--- src/rtl/pwm_pkg.sv ---
package pwm_pkg;
  localparam int CTRL_RUN  = 0;
  localparam int CTRL_REP  = 1;
  localparam int CTRL_CAP  = 2;
  localparam int CTRL_LVL  = 3;
  localparam int CTRL_IDL  = 4;
  localparam int CTRL_MID  = 5;
  localparam int CTRL_LPW  = 8;
  localparam int CTRL_PSC  = 9;

  localparam logic [31:0] CTRL_KEEP = (32'd1 << CTRL_RUN) | (32'd1 << CTRL_REP) |
                                      (32'd1 << CTRL_CAP) | (32'd1 << CTRL_LVL) |
                                      (32'd1 << CTRL_IDL) | (32'd1 << CTRL_MID) |
                                      (32'd1 << CTRL_LPW) | (32'd1 << CTRL_PSC);

  // word index within a channel block
  localparam int SLOT_CNT  = 0;
  localparam int SLOT_PER  = 1;
  localparam int SLOT_DUTY = 2;
  localparam int SLOT_CTRL = 3;
  localparam int SLOTS     = 4;

  typedef enum logic {DIR_UP = 1'b0, DIR_DN = 1'b1} dir_e;
endpackage

--- src/rtl/pwm_prescale.sv ---
module pwm_prescale #(
  parameter int DIV = 4
) (
  input  logic clk_i,
  input  logic rst_ni,
  output logic tick_o
);
  generate
    if (DIV <= 1) begin : g_pass
      logic unused_clk;
      assign unused_clk = clk_i ^ rst_ni;
      assign tick_o = 1'b1;
    end else begin : g_div
      localparam int CW = $clog2(DIV);
      logic [CW-1:0] div_q;
      always_ff @(posedge clk_i or negedge rst_ni) begin
        if (!rst_ni)                   div_q <= '0;
        else if (div_q == CW'(DIV-1))  div_q <= '0;
        else                           div_q <= div_q + 1'b1;
      end
      assign tick_o = (div_q == CW'(DIV-1));
    end
  endgenerate
endmodule

--- src/rtl/pwm_chan.sv ---
module pwm_chan
  import pwm_pkg::*;
#(
  parameter int DW = 32
) (
  input  logic          clk_i,
  input  logic          rst_ni,
  input  logic          slow_tick_i,
  input  logic          we_per_i,
  input  logic          we_duty_i,
  input  logic          we_ctrl_i,
  input  logic [DW-1:0] wdata_i,
  output logic [DW-1:0] per_o,
  output logic [DW-1:0] duty_o,
  output logic [DW-1:0] ctrl_o,
  output logic [DW-1:0] cnt_o,
  output logic          run_o,
  output logic          rep_o,
  output logic          tick_o,
  output logic          eop_o,
  output logic          pwm_o
);
  logic [DW-1:0] per_q, duty_q, ctrl_q, cnt_q, cnt_nxt;
  logic [DW:0]   cnt_inc;
  dir_e          dir_q, dir_nxt;
  logic          run, rep, lvl, idl, mid, tick, eop, run_nxt;

  assign run  = ctrl_q[CTRL_RUN];
  assign rep  = ctrl_q[CTRL_REP];
  assign lvl  = ctrl_q[CTRL_LVL];
  assign idl  = ctrl_q[CTRL_IDL];
  assign mid  = ctrl_q[CTRL_MID];
  assign tick = ctrl_q[CTRL_PSC] ? slow_tick_i : 1'b1;
  assign cnt_inc = {1'b0, cnt_q} + 1'b1;

  always_comb begin
    cnt_nxt = cnt_q;
    dir_nxt = dir_q;
    eop     = 1'b0;
    if (run && tick) begin
      if (!mid) begin
        if (cnt_inc >= {1'b0, per_q}) begin
          cnt_nxt = '0;
          eop     = 1'b1;
        end else begin
          cnt_nxt = cnt_inc[DW-1:0];
        end
      end else if (dir_q == DIR_UP) begin
        if (per_q == '0) begin
          cnt_nxt = '0;
          eop     = 1'b1;
        end else if (cnt_q >= per_q) begin
          // period lowered under a running count: fall back toward 0
          if (cnt_q <= DW'(1)) begin
            cnt_nxt = '0;
            eop     = 1'b1;
          end else begin
            cnt_nxt = cnt_q - 1'b1;
            dir_nxt = DIR_DN;
          end
        end else begin
          cnt_nxt = cnt_inc[DW-1:0];
          if (cnt_inc == {1'b0, per_q}) dir_nxt = DIR_DN;
        end
      end else begin
        if (cnt_q <= DW'(1)) begin
          cnt_nxt = '0;
          dir_nxt = DIR_UP;
          eop     = 1'b1;
        end else begin
          cnt_nxt = cnt_q - 1'b1;
        end
      end
    end
  end

  always_comb begin
    if (we_ctrl_i)       run_nxt = wdata_i[CTRL_RUN];
    else if (eop && !rep) run_nxt = 1'b0;
    else                 run_nxt = run;
  end

  always_ff @(posedge clk_i or negedge rst_ni) begin
    if (!rst_ni) begin
      per_q  <= '0;
      duty_q <= '0;
      ctrl_q <= '0;
    end else begin
      if (we_per_i)  per_q  <= wdata_i;
      if (we_duty_i) duty_q <= wdata_i;
      if (we_ctrl_i)         ctrl_q <= wdata_i & DW'(CTRL_KEEP);
      else if (eop && !rep)  ctrl_q[CTRL_RUN] <= 1'b0;
    end
  end

  always_ff @(posedge clk_i or negedge rst_ni) begin
    if (!rst_ni) begin
      cnt_q <= '0;
      dir_q <= DIR_UP;
    end else if (!run_nxt || !run) begin
      cnt_q <= '0;
      dir_q <= DIR_UP;
    end else begin
      cnt_q <= cnt_nxt;
      dir_q <= dir_nxt;
    end
  end

  assign pwm_o  = run ? ((cnt_q < duty_q) ? lvl : ~lvl) : idl;
  assign per_o  = per_q;
  assign duty_o = duty_q;
  assign ctrl_o = ctrl_q;
  assign cnt_o  = cnt_q;
  assign run_o  = run;
  assign rep_o  = rep;
  assign tick_o = tick;
  assign eop_o  = eop;
endmodule

--- src/rtl/pwm_decode.sv ---
module pwm_decode
  import pwm_pkg::*;
#(
  parameter int NUM_CH = 4,
  parameter int DW     = 32,
  parameter int AW     = 7
) (
  input  logic [AW-3:0]                widx_i,
  input  logic                         we_i,
  input  logic [NUM_CH-1:0][DW-1:0]    cnt_i,
  input  logic [NUM_CH-1:0][DW-1:0]    per_i,
  input  logic [NUM_CH-1:0][DW-1:0]    duty_i,
  input  logic [NUM_CH-1:0][DW-1:0]    ctrl_i,
  input  logic [NUM_CH-1:0]            pend_i,
  input  logic [NUM_CH-1:0]            mask_i,
  output logic [NUM_CH-1:0]            we_per_o,
  output logic [NUM_CH-1:0]            we_duty_o,
  output logic [NUM_CH-1:0]            we_ctrl_o,
  output logic                         we_pend_o,
  output logic                         we_mask_o,
  output logic [DW-1:0]                rdata_o
);
  localparam int WW       = AW - 2;
  localparam int PEND_IDX = SLOTS * NUM_CH;
  localparam int MASK_IDX = PEND_IDX + 1;

  genvar c;
  generate
    for (c = 0; c < NUM_CH; c++) begin : g_we
      assign we_per_o[c]  = we_i && (widx_i == WW'(SLOTS*c + SLOT_PER));
      assign we_duty_o[c] = we_i && (widx_i == WW'(SLOTS*c + SLOT_DUTY));
      assign we_ctrl_o[c] = we_i && (widx_i == WW'(SLOTS*c + SLOT_CTRL));
    end
  endgenerate

  assign we_pend_o = we_i && (widx_i == WW'(PEND_IDX));
  assign we_mask_o = we_i && (widx_i == WW'(MASK_IDX));

  always_comb begin
    rdata_o = '0;
    for (int i = 0; i < NUM_CH; i++) begin
      if (widx_i == WW'(SLOTS*i + SLOT_CNT))  rdata_o = cnt_i[i];
      if (widx_i == WW'(SLOTS*i + SLOT_PER))  rdata_o = per_i[i];
      if (widx_i == WW'(SLOTS*i + SLOT_DUTY)) rdata_o = duty_i[i];
      if (widx_i == WW'(SLOTS*i + SLOT_CTRL)) rdata_o = ctrl_i[i];
    end
    if (widx_i == WW'(PEND_IDX)) rdata_o[NUM_CH-1:0] = pend_i;
    if (widx_i == WW'(MASK_IDX)) rdata_o[NUM_CH-1:0] = mask_i;
  end
endmodule

--- src/rtl/multi_pwm.sv ---
module multi_pwm
  import pwm_pkg::*;
#(
  parameter int NUM_CH   = 4,
  parameter int DW       = 32,
  parameter int PRESCALE = 4,
  parameter int AW       = $clog2((SLOTS*NUM_CH + 2) * 4)
) (
  input  logic              clk_i,
  input  logic              rst_ni,
  input  logic [AW-1:0]     addr_i,
  input  logic [DW-1:0]     wdata_i,
  input  logic              we_i,
  output logic [DW-1:0]     rdata_o,
  output logic [NUM_CH-1:0] pwm_o,
  output logic              irq_o
);
  logic [NUM_CH-1:0][DW-1:0] cnt_a, per_a, duty_a, ctrl_a;
  logic [NUM_CH-1:0] we_per, we_duty, we_ctrl;
  logic [NUM_CH-1:0] run_v, rep_v, tick_v, eop_v;
  logic [NUM_CH-1:0] pend_q, mask_q;
  logic              we_pend, we_mask, slow_tick;
  logic              unused_addr_lsb;

  assign unused_addr_lsb = ^addr_i[1:0];

  pwm_prescale #(.DIV(PRESCALE)) u_psc (
    .clk_i  (clk_i),
    .rst_ni (rst_ni),
    .tick_o (slow_tick)
  );

  pwm_decode #(.NUM_CH(NUM_CH), .DW(DW), .AW(AW)) u_dec (
    .widx_i    (addr_i[AW-1:2]),
    .we_i      (we_i),
    .cnt_i     (cnt_a),
    .per_i     (per_a),
    .duty_i    (duty_a),
    .ctrl_i    (ctrl_a),
    .pend_i    (pend_q),
    .mask_i    (mask_q),
    .we_per_o  (we_per),
    .we_duty_o (we_duty),
    .we_ctrl_o (we_ctrl),
    .we_pend_o (we_pend),
    .we_mask_o (we_mask),
    .rdata_o   (rdata_o)
  );

  genvar c;
  generate
    for (c = 0; c < NUM_CH; c++) begin : g_ch
      pwm_chan #(.DW(DW)) u_ch (
        .clk_i       (clk_i),
        .rst_ni      (rst_ni),
        .slow_tick_i (slow_tick),
        .we_per_i    (we_per[c]),
        .we_duty_i   (we_duty[c]),
        .we_ctrl_i   (we_ctrl[c]),
        .wdata_i     (wdata_i),
        .per_o       (per_a[c]),
        .duty_o      (duty_a[c]),
        .ctrl_o      (ctrl_a[c]),
        .cnt_o       (cnt_a[c]),
        .run_o       (run_v[c]),
        .rep_o       (rep_v[c]),
        .tick_o      (tick_v[c]),
        .eop_o       (eop_v[c]),
        .pwm_o       (pwm_o[c])
      );
    end
  endgenerate

  // a fresh cycle end wins over a same-cycle clear
  always_ff @(posedge clk_i or negedge rst_ni) begin
    if (!rst_ni) begin
      pend_q <= '0;
      mask_q <= '0;
    end else begin
      pend_q <= (pend_q & ~(we_pend ? wdata_i[NUM_CH-1:0] : '0)) | eop_v;
      if (we_mask) mask_q <= wdata_i[NUM_CH-1:0];
    end
  end

  assign irq_o = |(pend_q & mask_q);
endmodule

--- config.mk ---
export PLATFORM = sky130hd
export DESIGN_NAME = multi_pwm
export DESIGN_NICKNAME = d
export VERILOG_FILES = /design/src/rtl/pwm_pkg.sv /design/src/rtl/pwm_prescale.sv /design/src/rtl/pwm_chan.sv /design/src/rtl/pwm_decode.sv /design/src/rtl/multi_pwm.sv
export SDC_FILE = /design/constraint.sdc
export NUM_CORES = 2
export LEC_CHECK = 0
export BUFFER_PORTS_ARGS = -buffer_cell sky130_fd_sc_hd__buf_2
export CORE_MARGIN = 1
export CORE_UTILIZATION = 48
export DETAILED_ROUTE_END_ITERATION = 16
export PLACE_DENSITY = 0.72
export SLEW_MARGIN = 10
export SYNTH_ARGS = -nofsm -noshare
export SYNTH_HDL_FRONTEND = slang
export SYNTH_SLANG_ARGS = --single-unit
--- constraint.sdc ---
create_clock -name clk_i -period 11.3 [get_ports clk_i]
set_clock_uncertainty 0.15 [all_clocks]
set_input_delay 0.565 -clock clk_i [delete_from_list [all_inputs] [get_ports clk_i]]
set_output_delay 0.565 -clock clk_i [all_outputs]
set_load 0.1 [all_outputs]
==> flow_summary_export.csv <==
group,metric,value,unit
status,outcome,"complete, but fails checks",
status,violations,"DRC",
die,io_pins,79,
placement,port_buffers,76,
die,die_w,275,um
worst_setup_path,cp_max_fo,23,
clocking,clock_path_buffers,3,
layout,final_core_utilization,0.521,
synthesis,synth_top_family_by_area,"compound AO/OA/AOI/OAI gates",
worst_setup_path,crit_arrival,7.03,ns
layout,stdcell_area,38200,sq um
pwr,powerDensity,145,nW/um^2
pwr,fin_total_pwr,5.55,mW
detailed_routing,wl_per_cell,24.7,um
placement,place_inst,5116,
synthesis,syn_avg_cell_area,8.26,sq um
global_routing,antenna_found_initial,4,
synthesis,synth.cell_area,35700,sq um
synthesis,synth_compound_gate_area_share,0.207,
clocking,root_buffer,"clkbuf_16",
detailed_routing,vias,34300,
pwr,p_leak,17.8,nW
synthesis,synth_area_leaders,"dfrtp_1, ha_1, o21ai_0, mux2_2, nand2_1",
global_routing,grt_pass1_vias,31300,
worst_setup_path,crit_type,"flip-flop to flip-flop",
min_path,holdCritPathClass,"primary input to flip-flop",
die,fp.dieArea,75600,sq um
detailed_routing,ant_nets,0,
detailed_routing,drtIter0Drc,4516,
sta,slew_violations,0,
sta,rsz0062_at_grt,"no",
clocking,cts.sinks,430,
sta,setup_tns,0,ns
layout,area_delta_synth_final,6.98,%
clocking,numCtsBuffers,51,
clocking,h-tree-depth,2,
global_routing,track_usage,0.338,
job,drv_cap,0,
detailed_routing,firstDrtPassIters,14,
synthesis,synthXorXnorAreaFrac,0.0390,
layout,drive_gt1_frac,0.0996,
synthesis,synth_cell_type_count,94,
synthesis,synth_fa_ha_area_frac,0.138,
die,rows,99,
worst_setup_path,critPathLaunchType,"flip-flop",
synthesis,synth_most_common_cell,"nand2_1",
clocking,cts_resized,0,
detailed_routing,post-route-drc-count,4,
synthesis,ys_warn_count,0,
global_routing,grt_first_pass_wirelength,196000,um
clocking,clkTransAtPathRegs,0.06,ns
synthesis,synth-seq-cells,430,
sta,fin_ws,4.68,ns
layout,fin_cells,5208,
synthesis,synth-edff-count,0,
worst_setup_path,crit_required,11.70,ns
synthesis,synthTopCellsByCount,"nand2_1, dfrtp_1, ha_1",
synthesis,synth_top_cell_by_area,"dfrtp_1",
sta,hold_viol,0,
pwr,vdd_ir_drop_max,187,uV
clocking,clkLatencyLatePin,0.65,ns
synthesis,ys_seq_area_frac,0.301,
global_routing,grt_start_max_net_pins,113,
placement,place_ws,4.97,ns
placement,placed_area,36500,sq um
worst_setup_path,end_kind,"flip-flop",
sta,timing.final.crit_share,0.586,
placement,hpwlAfterDp,95400,um
detailed_routing,postRouteWirelength,129000,um
synthesis,yosys.area_share.simple,0.182,
die,die_h,275,um
synthesis,synth_mux_area_frac,0.0681,
sta,setup_viol,0,
synthesis,synthArstFlopShare,1.00,
sta,worst_pin_slew,1.28,ns
synthesis,ys.flop_type,"dfrtp_1",
sta,slew_headroom,0.149,
synthesis,syn-num-nets,4760,
placement,globalplace.congestion,1.01,
synthesis,synth_cells,4325,
sta,period_needed,6.62,ns
synthesis,synth_top_cell_area_share,0.301,
sta,fmax,0.151,GHz
detailed_routing,avgViaCountPerCell,6.59,
die,coreArea,73300,sq um
global_routing,overflow,0,
clocking,cts_tree,"yes",
sta,hold_slack,0.181,ns
layout,nNetsFinal,4646,
die,initial_core_util,0.487,
## cell type report
class | count | area (sq um)
fillers | 6888 | 35100
inverters | 295 | 1110
repair buffers | 120 | 728
diodes | 1 | 2.50
flip-flops and latches | 430 | 10800
multi-input cells | 3313 | 22700
clock buffers | 67 | 1450
clock inverters | 23 | 288
well taps | 959 | 1200
## cells in the final DEF, fill, tap and decap left out, drive strengths merged, types with 20 or more instances in the layout
master  netlist  layout
a31oi        28      28
ha          393     393
nor4         69      69
or3          28      28
nand3       108     108
inv         295     295
nor3        127     127
a22oi        55      55
a22o         24      24
dfrtp       430     430
xor2         60      60
clkbuf      217      67
nand4        78      78
nor2        331     331
nand2       432     432
buf          70     119
a21o         65      65
o21ai       382     382
or4          23      23
o22ai        67      67
mux2        157     157
nand2b       36      36
and4         20      20
and3         29      29
nor2b        27      27
a211oi       30      30
mux2i        44      44
a221oi       22      22
xnor2        99      99
a21oi       317     317
## what timing repair did
item	in CTS	in global routing
hold buffers	1	0
setup buffers	0	0
endpoints found under the hold margin	108	0
## sequential cells by signal, summed over array words and instances, names as in the netlist
name and flops:
u_psc.g_div.div_q 2, g_ch.u_ch.ctrl_o 32, g_ch.u_ch.duty_o 128, pend_q 4
mask_q 4, g_ch.u_ch.per_o 128, g_ch.u_ch.dir_q 4, g_ch.u_ch.cnt_o 128
## worst max-delay path, cell delays in order (launching register included)
cell and delay (ns):
dfrtp_1 0.66, nand3_1 0.26, nor2_1 0.45, nand3_1 0.24, nor3_1 0.61, nand3_1 0.17
xnor2_1 0.27, ha_1 0.32, nand4_1 0.17, inv_1 0.06, a221oi_1 0.62, o211ai_1 0.26
o21ai_0 0.45, a211oi_4 0.13, a31o_2 0.41, nor2_1 0.81, o21ai_0 0.28, o21ai_1 0.20
## per-layer routing
metal  wire (um)  track usage  share of wire  up-vias
met5          12            0       0.000093        -
met4        6880        0.160          0.053        2
met3       14200       0.0646           0.11      361
met2       54200        0.494           0.42     1942
met1       53500        0.479           0.42    16600
li1            -            -              -    15500
## logic make-up after synthesis
kind of cell,after synthesis
mux,211
buf+inv,582
simple gates,1363
fa+ha+maj,393
flops,430
compound gates,1187
xor+xnor,159
## report_power, final
part	switching [mW]	total (mW)	leakage [nW]	internal (mW)
Clock	0.747	1.76	0.846	1.01
Combinational	1.19	1.77	11.5	0.578
Sequential	0.245	2.02	5.46	1.78
## worst paths after layout
kind                                                   startpoint                             endpoint  slack [ns]  cells after the start
worst max-delay path            g_ch[0].u_ch.cnt_o[2]$_DFFE_PN0P_   g_ch[0].u_ch.cnt_o[23]$_DFFE_PN0P_        4.68                     17
worst min-delay path                                   wdata_i[7]    g_ch[0].u_ch.per_o[7]$_DFFE_PN0P_        0.18                      3
worst max register to register  g_ch[0].u_ch.cnt_o[2]$_DFFE_PN0P_   g_ch[0].u_ch.cnt_o[23]$_DFFE_PN0P_        4.68                     17
worst min register to register     u_psc.g_div.div_q[0]$_DFF_PN0_       u_psc.g_div.div_q[0]$_DFF_PN0_        0.28                      1
max in group asynchronous                                  rst_ni  g_ch[2].u_ch.duty_o[12]$_DFFE_PN0P_        8.12                      4
min in group asynchronous                                  rst_ni   g_ch[2].u_ch.cnt_o[21]$_DFFE_PN0P_        0.47                      2
Power figures use the tool's default switching activity.
